<file path="src/rtl/ppi_pkg.sv">
package ppi_pkg;
  typedef enum logic [1:0] {
    SEL_A    = 2'd0,
    SEL_B    = 2'd1,
    SEL_C    = 2'd2,
    SEL_CTRL = 2'd3
  } sel_e;

  // 1 = input
  typedef struct packed {
    logic a_in;
    logic b_in;
    logic cu_in;
    logic cl_in;
  } dir_t;

  localparam dir_t DIR_RESET = '{a_in: 1'b1, b_in: 1'b1, cu_in: 1'b1, cl_in: 1'b1};
endpackage

</file>
<file path="src/rtl/ppi_bus_front.sv">
module ppi_bus_front import ppi_pkg::*; (
  input  logic       clk_i,
  input  logic       rst_ni,
  input  logic       cs_i,
  input  logic       rd_i,
  input  logic       wr_i,
  input  logic [1:0] addr_i,
  output sel_e       sel_o,
  output logic       wr_stb_o,
  output logic       rd_en_o
);
  logic stb_now;
  logic stb_q;

  assign sel_o   = sel_e'(addr_i);
  assign stb_now = cs_i & wr_i;

  always_ff @(posedge clk_i or negedge rst_ni) begin
    if (!rst_ni) stb_q <= 1'b0;
    else         stb_q <= stb_now;
  end

  assign wr_stb_o = stb_now & ~stb_q;
  assign rd_en_o  = cs_i & rd_i & ~wr_i & (sel_o != SEL_CTRL);

  AST_STB_SINGLE: assert property (@(posedge clk_i) disable iff (!rst_ni)
    wr_stb_o |=> !wr_stb_o);
  AST_STB_NEEDS_CS: assert property (@(posedge clk_i) disable iff (!rst_ni)
    !cs_i |-> !wr_stb_o);
endmodule

</file>
<file path="src/rtl/ppi_ctrl.sv">
module ppi_ctrl import ppi_pkg::*; (
  input  logic       clk_i,
  input  logic       rst_ni,
  input  logic       wr_i,
  // {d7, d4, d3, d2, d1, d0} of the control byte
  input  logic [5:0] cw_i,
  output dir_t       dir_o,
  output logic       mode_wr_o,
  output logic       bsr_wr_o,
  output logic [2:0] bsr_idx_o,
  output logic       bsr_val_o
);
  dir_t dir_q;

  assign mode_wr_o = wr_i &  cw_i[5];
  assign bsr_wr_o  = wr_i & ~cw_i[5];
  assign bsr_idx_o = cw_i[3:1];
  assign bsr_val_o = cw_i[0];

  always_ff @(posedge clk_i or negedge rst_ni) begin
    if (!rst_ni) begin
      dir_q <= DIR_RESET;
    end else if (mode_wr_o) begin
      dir_q.a_in  <= cw_i[4];
      dir_q.cu_in <= cw_i[3];
      dir_q.b_in  <= cw_i[1];
      dir_q.cl_in <= cw_i[0];
    end
  end

  assign dir_o = dir_q;

  AST_DIR_HOLD: assert property (@(posedge clk_i) disable iff (!rst_ni)
    !mode_wr_o |=> $stable(dir_o));
  AST_BSR_KEEPS_DIR: assert property (@(posedge clk_i) disable iff (!rst_ni)
    bsr_wr_o |=> $stable(dir_o));
endmodule

</file>
<file path="src/rtl/ppi_latch.sv">
module ppi_latch #(
  parameter int W  = 8,
  localparam int IW = $clog2(W)
) (
  input  logic          clk_i,
  input  logic          rst_ni,
  input  logic          clr_i,
  input  logic          wr_i,
  input  logic [W-1:0]  d_i,
  input  logic          bit_wr_i,
  input  logic [IW-1:0] bit_idx_i,
  input  logic          bit_val_i,
  output logic [W-1:0]  q_o
);
  logic [W-1:0] lat_q;

  for (genvar i = 0; i < W; i++) begin : g_bit
    logic hit;
    assign hit = bit_wr_i & (bit_idx_i == IW'(i));
    always_ff @(posedge clk_i or negedge rst_ni) begin
      if (!rst_ni)    lat_q[i] <= 1'b0;
      else if (clr_i) lat_q[i] <= 1'b0;
      else if (wr_i)  lat_q[i] <= d_i[i];
      else if (hit)   lat_q[i] <= bit_val_i;
    end
  end

  assign q_o = lat_q;

  AST_CLR_ZERO: assert property (@(posedge clk_i) disable iff (!rst_ni)
    clr_i |=> (q_o == '0));
  AST_HOLD: assert property (@(posedge clk_i) disable iff (!rst_ni)
    !(clr_i || wr_i || bit_wr_i) |=> $stable(q_o));
  AST_BSR_ONE_BIT: assert property (@(posedge clk_i) disable iff (!rst_ni)
    (bit_wr_i && !clr_i && !wr_i) |=> ($countones(q_o ^ $past(q_o)) <= 1));
endmodule

</file>
<file path="src/rtl/ppi_read_mux.sv">
module ppi_read_mux import ppi_pkg::*; #(
  parameter int W = 8,
  parameter int NP = 3
) (
  input  sel_e                  sel_i,
  input  logic [NP-1:0][W-1:0]  pin_i,
  input  logic [NP-1:0][W-1:0]  lat_i,
  input  logic [NP-1:0][W-1:0]  in_mask_i,
  output logic [W-1:0]          dat_o
);
  logic [NP-1:0][W-1:0] val;

  for (genvar p = 0; p < NP; p++) begin : g_port
    assign val[p] = (in_mask_i[p] & pin_i[p]) | (~in_mask_i[p] & lat_i[p]);
  end

  always_comb begin
    unique case (sel_i)
      SEL_A:   dat_o = val[0];
      SEL_B:   dat_o = val[1];
      SEL_C:   dat_o = val[2];
      default: dat_o = '0;
    endcase
  end
endmodule

</file>
<file path="src/rtl/ppi_top.sv">
module ppi_top import ppi_pkg::*; #(
  parameter int DW = 8
) (
  input  logic          clk_i,
  input  logic          rst_ni,
  input  logic          cs_i,
  input  logic          rd_i,
  input  logic          wr_i,
  input  logic [1:0]    addr_i,
  input  logic [DW-1:0] dat_i,
  output logic [DW-1:0] dat_o,
  output logic          dat_oe_o,
  input  logic [DW-1:0] pa_i,
  output logic [DW-1:0] pa_o,
  output logic [DW-1:0] pa_oe_o,
  input  logic [DW-1:0] pb_i,
  output logic [DW-1:0] pb_o,
  output logic [DW-1:0] pb_oe_o,
  input  logic [DW-1:0] pc_i,
  output logic [DW-1:0] pc_o,
  output logic [DW-1:0] pc_oe_o
);
  localparam int HW = DW / 2;
  localparam int IW = $clog2(DW);
  localparam int NP = 3;

  sel_e        sel;
  logic        wr_stb, rd_en;
  dir_t        dir;
  logic        mode_wr, bsr_wr, bsr_val;
  logic [2:0]  bsr_idx;
  logic [NP-1:0]         port_wr;
  logic [NP-1:0][DW-1:0] lat, pins, in_mask;

  ppi_bus_front u_front (
    .clk_i, .rst_ni, .cs_i, .rd_i, .wr_i, .addr_i,
    .sel_o(sel), .wr_stb_o(wr_stb), .rd_en_o(rd_en)
  );

  ppi_ctrl u_ctrl (
    .clk_i, .rst_ni,
    .wr_i(wr_stb && sel == SEL_CTRL),
    .cw_i({dat_i[7], dat_i[4:0]}),
    .dir_o(dir), .mode_wr_o(mode_wr), .bsr_wr_o(bsr_wr),
    .bsr_idx_o(bsr_idx), .bsr_val_o(bsr_val)
  );

  assign port_wr[0] = wr_stb && sel == SEL_A;
  assign port_wr[1] = wr_stb && sel == SEL_B;
  assign port_wr[2] = wr_stb && sel == SEL_C;

  for (genvar p = 0; p < NP; p++) begin : g_lat
    ppi_latch #(.W(DW)) u_lat (
      .clk_i, .rst_ni,
      .clr_i(mode_wr),
      .wr_i(port_wr[p]),
      .d_i(dat_i),
      .bit_wr_i((p == 2) ? bsr_wr : 1'b0),
      .bit_idx_i(IW'(bsr_idx)),
      .bit_val_i(bsr_val),
      .q_o(lat[p])
    );
  end

  assign in_mask[0] = {DW{dir.a_in}};
  assign in_mask[1] = {DW{dir.b_in}};
  assign in_mask[2] = {{(DW-HW){dir.cu_in}}, {HW{dir.cl_in}}};
  assign pins[0] = pa_i;
  assign pins[1] = pb_i;
  assign pins[2] = pc_i;

  ppi_read_mux #(.W(DW), .NP(NP)) u_rmux (
    .sel_i(sel), .pin_i(pins), .lat_i(lat), .in_mask_i(in_mask), .dat_o(dat_o)
  );

  assign dat_oe_o = rd_en;
  assign pa_o     = lat[0];
  assign pb_o     = lat[1];
  assign pc_o     = lat[2];
  assign pa_oe_o  = ~in_mask[0];
  assign pb_oe_o  = ~in_mask[1];
  assign pc_oe_o  = ~in_mask[2];

  AST_CTRL_RD_HIZ: assert property (@(posedge clk_i) disable iff (!rst_ni)
    (addr_i == 2'd3) |-> !dat_oe_o);
  AST_IDLE_HIZ: assert property (@(posedge clk_i) disable iff (!rst_ni)
    (!cs_i || !rd_i || wr_i) |-> !dat_oe_o);
  AST_PORT_WR_CHANGES_ONE: assert property (@(posedge clk_i) disable iff (!rst_ni)
    (wr_stb && sel == SEL_A) |=> ($stable(pb_o) && $stable(pc_o)));
endmodule

</file>
<file path="config.mk">
export PLATFORM = sky130hd
export DESIGN_NAME = ppi_top
export DESIGN_NICKNAME = d
export VERILOG_FILES = /design/src/rtl/ppi_pkg.sv /design/src/rtl/ppi_bus_front.sv /design/src/rtl/ppi_ctrl.sv /design/src/rtl/ppi_latch.sv /design/src/rtl/ppi_read_mux.sv /design/src/rtl/ppi_top.sv
export SDC_FILE = /design/constraint.sdc
export NUM_CORES = 1
export LEC_CHECK = 0
export BUFFER_PORTS_ARGS = -buffer_cell sky130_fd_sc_hd__buf_4
export CORE_MARGIN = 3
export CORE_UTILIZATION = 35
export CTS_CLUSTER_DIAMETER = 50
export DETAILED_ROUTE_END_ITERATION = 16
export PLACE_DENSITY_LB_ADDON = 0.15
export SETUP_SLACK_MARGIN = 0.5
export SLEW_MARGIN = 20
export SYNTH_ARGS = -nofsm -noshare
export SYNTH_HDL_FRONTEND = slang
export SYNTH_SLANG_ARGS = --single-unit
</file>
<file path="constraint.sdc">
create_clock -name clk_i -period 2.6 [get_ports clk_i]
set_input_delay 0.13 -clock clk_i [delete_from_list [all_inputs] [get_ports clk_i]]
set_output_delay 0.13 -clock clk_i [all_outputs]
set_load 0.05 [all_outputs]
</file>
### Word level (Yosys, flattened, before mapping)

Index checks and enable logic that the tools add are counted.
Widths: inputs -> output; s select.

* flip-flop bits (word level): 29
* input port bits: 39
* output and inout port bits: 57
* word-level logic and storage cells: 143

* equality and inequality tests: 11
* mux-type cells: 57
* bitwise gates (word level): 30
* reduce and logical (&&, ||, !) cells: 16

Operators by type and width (number)
* $mux 1: 56
* $and 8x8->8: 6
* $not 8->8: 3
* $or 8x8->8: 3
* $pmux 8 s3: 1
* $reduce_bool 3->1: 8
* $and 1x1->1: 15
* $eq 3x3->1 const B: 4
* $eq 3x2->1 const B: 2
* $eq 2x2->1 const B: 2
* $logic_and 1x1->1: 4
* $reduce_bool 2->1: 2
* $eq 3x1->1 const B: 1
* $logic_not 3->1: 1
* $not 1->1: 3
* $eq 2x1->1 const B: 1
* $logic_not 2->1: 1
* $ne 2x2->1 const B: 1

### Depth between registers and ports, before layout

* depth after elaboration: 8
* gate-level depth with buffers: 5
* depth with buffers taken out: 3

### Cells and area by module

From an unflattened synthesis, not the netlist that was laid out.

* cell total of the unflattened synthesis: 225
* area total of the unflattened synthesis: 2321.0 um^2

By module, submodules not included
* ppi_latch: times used 3, cells an instance 43, area an instance 478.0 um^2, seq. area each 200.2 um^2
* ppi_read_mux: times used 1, cells an instance 45, area an instance 394.1 um^2, seq. area each 0.0 um^2
* ppi_ctrl: times used 1, cells an instance 15, area an instance 214.0 um^2, seq. area each 105.1 um^2
* ppi_top: times used 1, cells an instance 29, area an instance 206.4 um^2, seq. area each 0.0 um^2
* ppi_bus_front: times used 1, cells an instance 7, area an instance 72.6 um^2, seq. area each 25.0 um^2

### Worst setup path after synthesis

No wires, ideal clock.

* path type: reg2out
* from: reg u_ctrl.dir_q (netlist bit u_ctrl.dir_o[2])
* to: out dat_o[6]
* arrival: 1.844 ns
* path slack: 0.626 ns
* cell stages (with the launch flop): 5
* buffers on the path: 1
* path through: dfstp_2 buf_2 mux2i_1 mux2_2 o22ai_1

* longest elaborated chain between the ends: 4

RTL lines
* start, declared: line ppi_ctrl.sv:13 `dir_t dir_q;`
* $not 8->8: line ppi_read_mux.sv:14 `assign val[p] = (in_mask_i[p] & pin_i[p]) | (~in_mask_i[p] & lat_i[p]);`
* $and 8x8->8: line ppi_read_mux.sv:14
* $or 8x8->8 (*): line ppi_read_mux.sv:14
* $pmux 8 s3 (*): line ppi_read_mux.sv:18 `unique case (sel_i)`
* end, declared: line ppi_top.sv:11 `output logic [DW-1:0] dat_o,`

Mark *: on every way between the ends. The rest lies on a longest branch, timed or not.

### Worst setup path in the final report

* from: reg u_ctrl.dir_q (netlist bit u_ctrl.dir_o[2])
* to: out dat_o[4]

The elaborated chain is that of the path after synthesis.

==> results.md <==
* Outcome: finished clean
* GPL Wtd Cong at 0.829
* RSZ-0062 raised after global routing: false
* Worst-path maximum fanout at 9
* Clock sinks at 29
* RR Endpoint: g_lat[0].u_lat.q_o[1]
* CTS tree: yes
* Worst Min Path Start: wr_i
* Clk pin slew, worst setup/hold paths at 60 ps
* Lkg Pwr at 0.00133 µW
* Vias in the first global route at 1806
* Synthesis Warnings at 0
* Final period utilization at 74.8%
* Initial Util at 36.4%
* Area delta synth->final at 34.3%
* Setup TNS at 0 ps
* Ant. Diodes at 0
* Slowest stage delay, CP at 710 ps
* Layout Cells excl Fill at 358
* Antenna violations before repair at 0
* Pwr Total at 2440 µW
* DP HPWL at 4390 µm
* Power per cell area at roughly 900 nW/µm²
* Clk_lat worst skew at around 280 ps
* Io pins at 96
* CP Cell Sequence: mux2i_1 > mux2_2 > o22ai_1 > buf_4
* CTS H-tree depth at 2
* Mapped Cells at 219
* Critical Path RT at ~2500 ps
* Worst Skew at 2.95 ps
* Hold Fails Final Rpt at 0
* Routed WL per cell at ~17 µm
* Post-DRT Antenna Nets at 0
* Avg Cell Area, Syn at 9.21 µm²
* First DRT Iteration DRCs at 134
* Syn Std Cell Area at 2020 µm²
* Die Area at 6710 µm²
* First-pass GRT wire length at 9110 µm
* I/O Buffers at 95
* Final WS setup at 655 ps
* Postcts setup bufs at 0
* Least-Margin Pin Slew at 640 ps
* Core area at 5540 µm²
* Max_cap viols at 0
* Fin crit period at between 1500 and 2000 ps
* Via density at around 5.2
* Crit path max-delay cell type: dfstp_2
* Die H at 81.9 µm
* Num CTS Buffers at 5
* Distinct cells, synth at 33
* Register area share after synthesis at 36.2%
* Slew margin rel. at 57.1%
* Reg-to-reg critical path startpoint: u_front.stb_q
* Placed cells at 349
* Worst Hold Class: in2reg
* Worst EP arrival at 1810 ps
* Root Buffer: clkbuf_8
* Detailed-route via count at 1855
* Aggregate global-route resource usage at 17.9%
* Min-Delay Path Depth at 2
* Remaining DRCs at 0
* Largest net degree at the start of global routing at 31
* Achievable frequency at 0.514 GHz
* Fin nets at roughly 320
* Max Buffers Root-to-Sink at 2
* Die X at 81.9 µm
* Std cell rows at 27
* Hold Path End: u_front.stb_q
* Pre-CTS WS at 912 ps
* GRT overflow at 0
* Flops & latches, synth at 29
* Register-to-register setup slack at 940 ps
* Final setup vio count at 0
* Share of layout cells above drive strength 1 at 44.1%
* Kind of critical path: reg2out
* CP endpoint kind: output port
* Max VDD drop at 0.352 mV
* Critical Path Source Type: flop
* DR pass1 iterations at 4
* Drt total wl at 5920 µm
* Max Slew Vio Count at 0
* FF-to-FF path depth at 3
* Syn nets at 258
cell usage in the layout, fill, tap and decap left out, drive strengths merged, types with 2 or more instances in the layout:
master and n:
dfstp 4, o21ai 30, dfrtp 25, nor3b 3, mux2 15, nand3b 5
nand3 18, nand2 2, o22ai 8, nor2 3, clkbuf 7, buf 95
inv 12, a21oi 17, mux2i 28
registers in the layout, indices dropped and copies added, names as in the netlist:
register	flops
u_front.stb_q	1
u_ctrl.dir_o	4
g_lat.u_lat.q_o	24
metrics by stage:
step | utilization, % | instance area (µm²) | hold WS, ps
final | 48.9 | 2710 | 124
after global routing | 48.9 | 2710 | 126
after CTS | 48.8 | 2710 | 111
after detailed placement | 46.8 | 2590 | 83.9
after global placement | 46.8 | 2590 | 80.4
after floorplan | - | 2020 | -166
area by class of cell:
type	count	area, µm²
tap	72	90.1
timing repair buffer	96	723
clock inverter	1	5.00
sequential	29	734
fill	569	2830
clock buffer	7	96.3
multi-input combinational	141	1010
inverter	12	45.0
worst max path at each step:
stage,startpoint,end,slack [ps],cells after the start
5_1_grt,u_ctrl.dir_o[2],dat_o[4],530,4
3_5_place_dp,u_ctrl.dir_o[3],dat_o[4],910,4
3_3_place_gp,u_ctrl.dir_o[3],dat_o[4],910,4
6_report,u_ctrl.dir_o[2],dat_o[4],660,4
2_1_floorplan,u_ctrl.dir_o[2],dat_o[6],630,4
4_1_cts,u_ctrl.dir_o[3],dat_o[4],600,4
worst max-delay path, delay by kind of cell, from the launching register on:
family                 cells  cell delay (ps)
muxes                      2              420
AOI/OAI and AO/OA          1              170
buffers and inverters      1              230
DFF                        1              710
synthesized netlist by cell type (all sizes together):
library cell | n | area share (%)
a211oi | 1 | 0.37
a21oi | 17 | 4.2
a22oi | 1 | 0.37
a2bb2oi | 1 | 0.43
and2 | 1 | 0.31
and3b | 1 | 0.43
and4b | 1 | 0.50
and4bb | 1 | 0.62
buf | 29 | 9.7
clkbuf | 8 | 1.5
dfrtp | 25 | 31
dfstp | 4 | 5.2
inv | 12 | 2.2
mux2 | 15 | 8.4
mux2i | 28 | 14
nand2 | 2 | 0.37
nand2b | 1 | 0.31
nand3 | 18 | 4.7
nand3b | 5 | 1.9
nand4b | 1 | 0.43
nand4bb | 1 | 0.56
nor2 | 3 | 0.93
nor2b | 1 | 0.31
nor3 | 1 | 0.25
nor3b | 3 | 1.1
o21ai | 30 | 7.4
o22ai | 8 | 2.5
power by group:
| part | switching, µW | leakage (µW) | internal, µW |
|---|---|---|---|
| combinational | 927 | 0.000912 | 434 |
| clock | 166 | 0.0000542 | 239 |
| sequential | 117 | 0.000360 | 559 |
| total | 1210 | 0.00133 | 1230 |
logic make-up after synthesis:
logic type	count (synthesis)	synth area share, %
mux	43	22.3
buf+inv	49	13.5
simple gates	40	12.7
compound gates	58	15.3
flops	29	36.2
metal layers:
metal / routed length (µm) / global-route usage [%]
met1: 2540 / 24.1
met3: 510 / 4.39
met5: 0 / 0
met2: 2830 / 29.3
met4: 40 / 3.49
timing repair:
item,in CTS,in global routing
gates resized for setup,0,1
setup endpoints to repair,0,1
endpoints found under the hold margin,25,0
hold buffers,1,0
No activity file was read; power rests on OpenSTA's default activity.
